**config.mk**
```make
export PLATFORM = sky130hd
export DESIGN_NAME = rsa_result_cache
export DESIGN_NICKNAME = d
export VERILOG_FILES = /design/src/rtl/rsa_cache_pkg.sv /design/src/rtl/cache_match.sv /design/src/rtl/cache_alloc.sv /design/src/rtl/cache_store.sv /design/src/rtl/rsa_result_cache.sv
export SDC_FILE = /design/constraint.sdc
export NUM_CORES = 1
export LEC_CHECK = 0
export BUFFER_PORTS_ARGS = -buffer_cell sky130_fd_sc_hd__buf_4
export CAP_MARGIN = 0
export CORE_UTILIZATION = 35
export CTS_CLUSTER_SIZE = 8
export DETAILED_ROUTE_END_ITERATION = 10
export PLACE_DENSITY = 0.6
export SYNTH_ARGS = -nofsm -noshare
export SYNTH_HDL_FRONTEND = slang
export SYNTH_HIERARCHICAL = 1
export SYNTH_SLANG_ARGS = --single-unit
```
**constraint.sdc**
```tcl
create_clock -name clk -period 15.8 [get_ports clk]
set_clock_uncertainty 0.1 [all_clocks]
set_input_delay 1.58 -clock clk [delete_from_list [all_inputs] [get_ports clk]]
set_output_delay 1.58 -clock clk [all_outputs]
set_load 0.005 [all_outputs]
```
**src/rtl/rsa_cache_pkg.sv**
```systemverilog
package rsa_cache_pkg;

    // Default geometry of the cache
    localparam int unsigned DEF_KEY_W = 16;
    localparam int unsigned DEF_RES_W = 16;
    localparam int unsigned DEF_DEPTH = 8;
    localparam int unsigned DEF_NFILL = 2;

    // Position a given number of steps after base on a ring of depth entries
    function automatic int unsigned ring_add(int unsigned base, int unsigned step,
                                             int unsigned depth);
        return (base + step) % depth;
    endfunction

endpackage

```
**src/rtl/cache_match.sv**
```systemverilog
module cache_match #(
    parameter int unsigned KEY_W = 16,
    parameter int unsigned DEPTH = 8,
    parameter int unsigned IDX_W = 3
) (
    input  logic [KEY_W-1:0]            key,
    input  logic [DEPTH-1:0][KEY_W-1:0] tags,
    input  logic [DEPTH-1:0]            valid,
    output logic                        hit,
    output logic [IDX_W-1:0]            idx
);
    // Full-value tag compare across every entry
    always_comb begin
        hit = 1'b0;
        idx = '0;
        for (int i = 0; i < int'(DEPTH); i++) begin
            if (valid[i] && tags[i] == key) begin
                hit = 1'b1;
                idx = IDX_W'(i);
            end
        end
    end
endmodule

```
**src/rtl/cache_alloc.sv**
```systemverilog
module cache_alloc
    import rsa_cache_pkg::*;
#(
    parameter int unsigned DEPTH = 8,
    parameter int unsigned NFILL = 2,
    parameter int unsigned IDX_W = 3
) (
    input  logic                        clk,
    input  logic                        rst,
    input  logic                        flush,
    input  logic [NFILL-1:0]            need,
    output logic [NFILL-1:0][IDX_W-1:0] slot
);
    logic [IDX_W-1:0] ptr_q;
    logic [IDX_W-1:0] ptr_d;

    // Ports that need a new entry take consecutive ring positions in port order
    always_comb begin
        int unsigned cnt;
        cnt = 0;
        for (int j = 0; j < int'(NFILL); j++) begin
            slot[j] = IDX_W'(ring_add(int'(ptr_q), cnt, DEPTH));
            if (need[j]) cnt = cnt + 1;
        end
        ptr_d = IDX_W'(ring_add(int'(ptr_q), cnt, DEPTH));
    end

    always_ff @(posedge clk) begin
        if (rst || flush) ptr_q <= '0;
        else              ptr_q <= ptr_d;
    end
endmodule

```
**src/rtl/cache_store.sv**
```systemverilog
module cache_store #(
    parameter int unsigned KEY_W = 16,
    parameter int unsigned RES_W = 16,
    parameter int unsigned DEPTH = 8,
    parameter int unsigned NFILL = 2,
    parameter int unsigned IDX_W = 3
) (
    input  logic                        clk,
    input  logic                        rst,
    input  logic                        flush,
    input  logic [NFILL-1:0]            wr_en,
    input  logic [NFILL-1:0][IDX_W-1:0] wr_idx,
    input  logic [NFILL-1:0][KEY_W-1:0] wr_key,
    input  logic [NFILL-1:0][RES_W-1:0] wr_res,
    output logic [DEPTH-1:0][KEY_W-1:0] tags,
    output logic [DEPTH-1:0][RES_W-1:0] ress,
    output logic [DEPTH-1:0]            valid
);
    typedef struct packed {
        logic [KEY_W-1:0] tag;
        logic [RES_W-1:0] res;
    } entry_t;

    entry_t [DEPTH-1:0] mem;

    for (genvar i = 0; i < int'(DEPTH); i++) begin : g_out
        assign tags[i] = mem[i].tag;
        assign ress[i] = mem[i].res;
    end

    // Whole-entry writes in port order: a higher port wins on a shared index
    always_ff @(posedge clk) begin
        if (rst || flush) begin
            valid <= '0;
        end else begin
            for (int j = 0; j < int'(NFILL); j++) begin
                if (wr_en[j]) begin
                    mem[wr_idx[j]]   <= '{tag: wr_key[j], res: wr_res[j]};
                    valid[wr_idx[j]] <= 1'b1;
                end
            end
        end
    end
endmodule

```
**src/rtl/rsa_result_cache.sv**
```systemverilog
module rsa_result_cache
    import rsa_cache_pkg::*;
#(
    parameter int unsigned KEY_W = DEF_KEY_W,
    parameter int unsigned RES_W = DEF_RES_W,
    parameter int unsigned DEPTH = DEF_DEPTH,
    parameter int unsigned NFILL = DEF_NFILL
) (
    input  logic                        clk,
    input  logic                        rst,
    input  logic                        flush,
    input  logic                        lk_vld,
    input  logic [KEY_W-1:0]            lk_key,
    input  logic [NFILL-1:0]            fill_vld,
    input  logic [NFILL-1:0][KEY_W-1:0] fill_key,
    input  logic [NFILL-1:0][RES_W-1:0] fill_res,
    output logic                        lk_hit,
    output logic [RES_W-1:0]            lk_res
);
    localparam int unsigned IDX_W = (DEPTH > 1) ? $clog2(DEPTH) : 1;

    logic [DEPTH-1:0][KEY_W-1:0] st_tags;
    logic [DEPTH-1:0][RES_W-1:0] st_ress;
    logic [DEPTH-1:0]            st_valid;

    logic [NFILL-1:0]            f_hit;
    logic [NFILL-1:0][IDX_W-1:0] f_idx;
    logic [NFILL-1:0]            later_same;
    logic [NFILL-1:0]            fill_go;
    logic [NFILL-1:0]            need;
    logic [NFILL-1:0][IDX_W-1:0] slot;
    logic [NFILL-1:0][IDX_W-1:0] wr_idx;

    logic             l_hit;
    logic [IDX_W-1:0] l_idx;

    // Lookup compare against the state held before this edge
    cache_match #(.KEY_W(KEY_W), .DEPTH(DEPTH), .IDX_W(IDX_W)) u_lk_match (
        .key(lk_key), .tags(st_tags), .valid(st_valid), .hit(l_hit), .idx(l_idx)
    );

    for (genvar j = 0; j < int'(NFILL); j++) begin : g_fill
        cache_match #(.KEY_W(KEY_W), .DEPTH(DEPTH), .IDX_W(IDX_W)) u_f_match (
            .key(fill_key[j]), .tags(st_tags), .valid(st_valid),
            .hit(f_hit[j]), .idx(f_idx[j])
        );
        assign wr_idx[j] = f_hit[j] ? f_idx[j] : slot[j];
    end

    // A port yields to any higher port carrying the same key this cycle
    always_comb begin
        later_same = '0;
        for (int j = 0; j < int'(NFILL); j++) begin
            for (int k = j + 1; k < int'(NFILL); k++) begin
                if (fill_vld[k] && fill_key[k] == fill_key[j]) later_same[j] = 1'b1;
            end
        end
    end

    assign fill_go = fill_vld & ~later_same & {NFILL{~flush}};
    assign need    = fill_go & ~f_hit;

    cache_alloc #(.DEPTH(DEPTH), .NFILL(NFILL), .IDX_W(IDX_W)) u_alloc (
        .clk(clk), .rst(rst), .flush(flush), .need(need), .slot(slot)
    );

    cache_store #(.KEY_W(KEY_W), .RES_W(RES_W), .DEPTH(DEPTH), .NFILL(NFILL),
                  .IDX_W(IDX_W)) u_store (
        .clk(clk), .rst(rst), .flush(flush),
        .wr_en(fill_go), .wr_idx(wr_idx), .wr_key(fill_key), .wr_res(fill_res),
        .tags(st_tags), .ress(st_ress), .valid(st_valid)
    );

    always_ff @(posedge clk) begin
        if (rst) begin
            lk_hit <= 1'b0;
            lk_res <= '0;
        end else begin
            lk_hit <= lk_vld && l_hit && !flush;
            lk_res <= (lk_vld && l_hit && !flush) ? st_ress[l_idx] : '0;
        end
    end
endmodule

```
=== Word level (Yosys, flattened, before mapping) ===
Cells that the tools add are included.
Widths: inputs -> output; s select.

* Add/sub/neg operators: 3
* $mul: 0
* Divide/modulo/power cells: 0
* Order comparisons: 5
* Eq/ne operators: 25
* Shift operators: 0
* Multiplexer cells: 68
* Bitwise logic cells: 9
* Reductions and logical operators: 32

{| class="wikitable"
|+ Operators with widths
! operator !! number
|-
| $mux 256 || 3
|-
| $bwmux 256 || 2
|-
| $eq 16x16->1 || 25
|-
| $demux 32 s3 || 2
|-
| $mux 32 || 2
|-
| $bmux 16 s3 || 1
|-
| $mux 3 || 14
|-
| $mux 1 || 31
|-
| $logic_and 1x1->1 || 29
|-
| $mux 8 || 3
|-
| $mux 16 || 1
|-
| $or 8x8->8 || 2
|-
| $mux 2 || 7
|-
| $lt 3x4->1 const B || 3
|-
| $and 2x2->2 || 3
|-
| $demux 1 s3 || 2
|-
| $ge 3x1->1 const B || 2
|-
| $add 3x1->3 || 1
|-
| $add 3x3->3 || 1
|-
| $add 1x1->2 const B || 1
|-
| $not 1->1 || 2
|-
| $not 1->2 || 1
|-
| $not 2->2 || 1
|-
| $reduce_or 2->1 || 1
|-
| other kinds (2) || 2
|}

* Flip-flop bits (word level): 284
* Bits in latches: 0
* RAM bits: 0
* Bits in read-only memories: 0
* Bits of input ports: 86
* Output and inout bits: 17
* Word-level logic and storage cells: 162
* Memories kept: 0

=== Longest topological paths before layout ===
* Depth in word-level cells: 21
* Mapped depth: 18
* Gate-level depth less buffers: 15

=== By module ===
Netlist, hierarchy kept.

{| class="wikitable"
|+ Modules (own cells, without submodules)
! module !! instances !! cells each !! area an instance (sq um) !! sequential area each (sq um)
|-
| cache_store || 1 || 1212 || 13858.3 || 7847.5
|-
| cache_match || 3 || 204 || 1691.6 || 0.0
|-
| rsa_result_cache || 1 || 127 || 1674.1 || 340.3
|-
| cache_alloc || 1 || 13 || 172.7 || 60.1
|}

=== Least setup slack after synthesis ===
No wires, ideal clock.

* Kind: input to register
* From: in rst
* To: reg u_store.valid[0]
* Library setup time: 0.105 ns
* Data arrival time: 13.379 ns
* Required time: 15.595 ns
* Path slack: 2.216 ns
* Cell stages on the path: 2
* Path buffers: 0
* Cell sequence: nor2_1 > o31a_1

* Longest elaborated chain between the ends: 1

{| class="wikitable"
|+ RTL lines
! item !! RTL line !! RTL
|-
| start: declaration || rsa_result_cache.sv:10 || <nowiki>input logic rst,</nowiki>
|-
| $logic_or 1x1->1 || cache_store.sv:33 || <nowiki>if (rst || flush) begin</nowiki>
|-
| end signal: assignment || cache_store.sv:34 || <nowiki>valid <= '0;</nowiki>
|-
| end signal: indexed assignment || cache_store.sv:39 || <nowiki>valid[wr_idx[j]] <= 1'b1;</nowiki>
|-
| end: declaration || cache_store.sv:17 || <nowiki>output logic [DEPTH-1:0] valid</nowiki>
|}

No other way between the ends.
A chain may end at the register's enable or synchronous reset.

==> impl_metrics.csv <==
group,metric,value,unit
floorplanning,dieWidth,246,µm
timing,clock.fmax,0.166,GHz
critical_path,rr_startpoint,"u_store/tags[76]",
routing,post_drt_wl_per_cell,25.7,µm
power,p_leak,7.88,nW
place,port_buffers,102,
clock_network,cts_buffers,42,
job,cap_violations,0,
synthesis,netlist_instances,1964,
critical_path,end_kind,"register",
layout,n_fill_cell,5716,
critical_path,start_kind,"input port",
synthesis,synth.area.top_cells,"edfxtp_1 (37%), mux2i_1 (13%), xnor2_1 (13%)",
layout,regArea,0.00825,mm²
clock_network,cts_buffer_depth,3,
routing,dr.pass1.iters,6,
global_route,antenna_found_initial,0,
layout,multiInputGateArea,0.0111,mm²
routing,vias,15100,
timing,rsz0062_at_grt,"false",
routing,drc,0,
floorplanning,rows,88,
status,status,"finished, final reports clean",
timing,drv_slew,0,
critical_path,critical_path_class,"input port to register",
synthesis,yosysMostFrequentCell,"xnor2_1",
clock_network,clk_pin_slew_worst_paths,0.05,ns
global_route,grt_pass1_vias,14400,
timing,hold_violations,0,
routing,drt_iter0_drc,1794,
routing,wl,70000,µm
synthesis,synth_top_area_share,37.0,%
global_route,grt-ovfl-total,0,
synthesis,postSynthAreaPerCell,10.6,µm²
synthesis,synth_top_family_by_area,"XOR/XNOR gates",
routing,vias_per_cell,5.53,
place,place_area,0.0212,mm²
clock_network,cts_tree,"built",
critical_path,crit_arrival,6.23,ns
timing,tightestPinTransition,1.27,ns
clock_network,htreeDepth,2,
clock_network,clock_sinks,284,
synthesis,synthAdderAreaFrac,0.337,%
clock_network,cts-root-buf,"clkbuf_16",
layout,area_growth,8.39,%
timing,fin_crit,6.03,ns
synthesis,synthArstFlopShare,0,%
clock_network,clk-insertion-delay-late,0.59,ns
power,power.density,90.6,mW/mm²
global_route,gr-usage-all-layers,23.0,%
min_path,hold_start,"u_store/valid[4]",
synthesis,yosysTopAreaCell,"edfxtp_1",
clock_network,ctsHoldBuffers,0,
min_path,min_to,"u_store/valid[4]",
timing,relSlewSlack,14.4,%
timing,setup_tns,0,ns
synthesis,synth.distinct_cells,50,
min_path,hold_path.class,"register to register",
critical_path,rrSetupSlack,10.53,ns
clock_network,cts_setup_buffers,0,
synthesis,muxShareOfSynthArea,16.9,%
critical_path,rr_worst_depth,14,
synthesis,synthTopCellsByCount,"xnor2_1 (308), mux2i_1 (272), edfxtp_1 (256), nor2_1 (148), nand2_1 (147)",
synthesis,synth-xor-area-share,16.9,%
synthesis,syn-num-nets,2055,
critical_path,reg2reg_to,"u_store/ress[66]",
layout,diodes,0,
routing,antenna_left,0,
global_route,grt_max_degree,164,
synthesis,yosys.area_share.simple,11.7,%
synthesis,yosys_register_bits,284,
synthesis,ys_seq_area_share,39.7,%
place,post-dp-hpwl,43700,µm
synthesis,synth_compound_area_share,7.21,%
global_route,grt_pass1_wl,102000,µm
place,gp_congestion,0.954,
power,vdd_drop_max,0.0696,mV
floorplanning,start_util,35.7,%
layout,layout-drive-gt1-share,12.8,%
floorplanning,die_h,246,µm
synthesis,synthesis.area,0.0208,mm²
floorplanning,ios,103,
clock_network,cts_resized,0,
timing,setup_viol,0,
synthesis,synth-edff-count,256,
synthesis,synth_flop_cell,"edfxtp_1",
timing,finalCritPeriodShare,38.2,%
min_path,whs_path_depth,1,
layout,layout.nets,2014,
critical_path,cp.required,16.00,ns
critical_path,path_max_fanout,34,
synthesis,ys_warn_count,6,
floorplanning,core,0.0581,mm²
layout,final_area,0.0225,mm²
floorplanning,dieArea,0.0603,mm²
## layout by cell type, fill, tap and decap left out, types with 3 or more instances in the layout
cell type and count:
a21o_1 3, a21oi_1 132, a31o_1 6, and4bb_2 6, buf_4 124, clkbuf_1 28, clkbuf_16 42, clkbuf_8 3
dfxtp_1 28, edfxtp_1 256, ha_1 4, inv_1 4, mux2_2 6, mux2i_1 272, mux4_2 31, nand2_1 147
nand3_1 19, nand4_1 58, nand4_2 6, nand4_4 7, nand4b_1 6, nor2_1 147, nor3_1 3, nor4_1 31
nor4_2 12, o21a_1 4, o21ai_0 15, o21ai_1 120, o31a_1 4, or2_0 3, or2_4 3, or3_1 3
xnor2_1 308, xor2_1 94
## critical path, stage by stage
cell	delay, ns
buf_4	0.22
xnor2_1	0.38
nand4_1	0.20
nor4_1	0.65
a31o_1	0.28
or2_4	0.13
or3_1	0.17
a211oi_1	0.09
ha_1	0.28
ha_1	0.26
mux2_2	0.35
and4bb_2	0.93
buf_4	0.50
o21ai_0	0.16
## worst max-delay path by stage
stage | startpoint | endpoint | slack (ns) | depth (start not counted)
finish | fill_key[9] | u_store/ress[66] | 9.77 | 14
global route | fill_key[9] | u_store/ress[66] | 9.59 | 14
CTS | fill_key[9] | u_store/ress[65] | 9.88 | 14
detailed placement | fill_key[12] | u_store/ress[66] | 9.25 | 15
global placement | fill_key[9] | u_store/ress[66] | 9.30 | 14
floorplan | rst | u_store/valid[0] | 2.22 | 2
## per-stage QoR
stage | hold WS, ns | setup slack (ns) | utilization [%] | cells | total power (W)
3_3_place_gp | 0.425 | 9.30 | 36.5 | 2644 | 0.00116
3_5_place_dp | 0.432 | 9.25 | 36.5 | 2644 | 0.00117
5_1_grt | 0.468 | 9.59 | 38.7 | 2721 | 0.00211
2_1_floorplan | 0.383 | 2.22 | - | 1964 | 0.00110
4_1_cts | 0.445 | 9.88 | 38.7 | 2721 | 0.00205
6_report | 0.452 | 9.77 | 38.7 | 2721 | 0.00204
## power by group
group | leakage [nW] | switching [W] | internal, W | total (W)
clock network | 0.606 | 0.000366 | 0.000517 | 0.000883
registers | 2.63 | 0.0000334 | 0.000858 | 0.000891
logic | 4.64 | 0.000159 | 0.000107 | 0.000266
total | 7.88 | 0.000558 | 0.00148 | 0.00204
## final cells by class
class | instances | share of cell area, %
Sequential cell | 284 | 36.6
Clock buffer | 73 | 5.32
Multi-Input combinational cell | 1466 | 49.2
Clock inverter | 4 | 0.372
Inverter | 4 | 0.0667
Timing Repair Buffer | 125 | 4.22
Tap cell | 765 | 4.25
## per-layer routing
metal	GRT usage (%)	up-vias	routed length [µm]
li1	-	6890	-
met1	32.2	7422	30800
met2	36.1	649	32200
met3	3.32	96	5070
met4	7.56	0	1980
met5	0	-	0
## registers in the layout, indices dropped and copies added, names as in the netlist
signal and flops:
lk_hit 1, lk_res 16, u_alloc/ptr_q 3, u_store/ress 128
u_store/tags 128, u_store/valid 8
## cell families (layout without fill, tap and decap cells)
kind of cell	count (synthesis)	in the layout
mux	310	310
fa+ha+maj	5	5
buf+inv	214	206
flops	284	284
compound gates	287	287
xor+xnor	402	402
simple gates	462	462
Note: power is estimated with default switching activity, not from simulation.
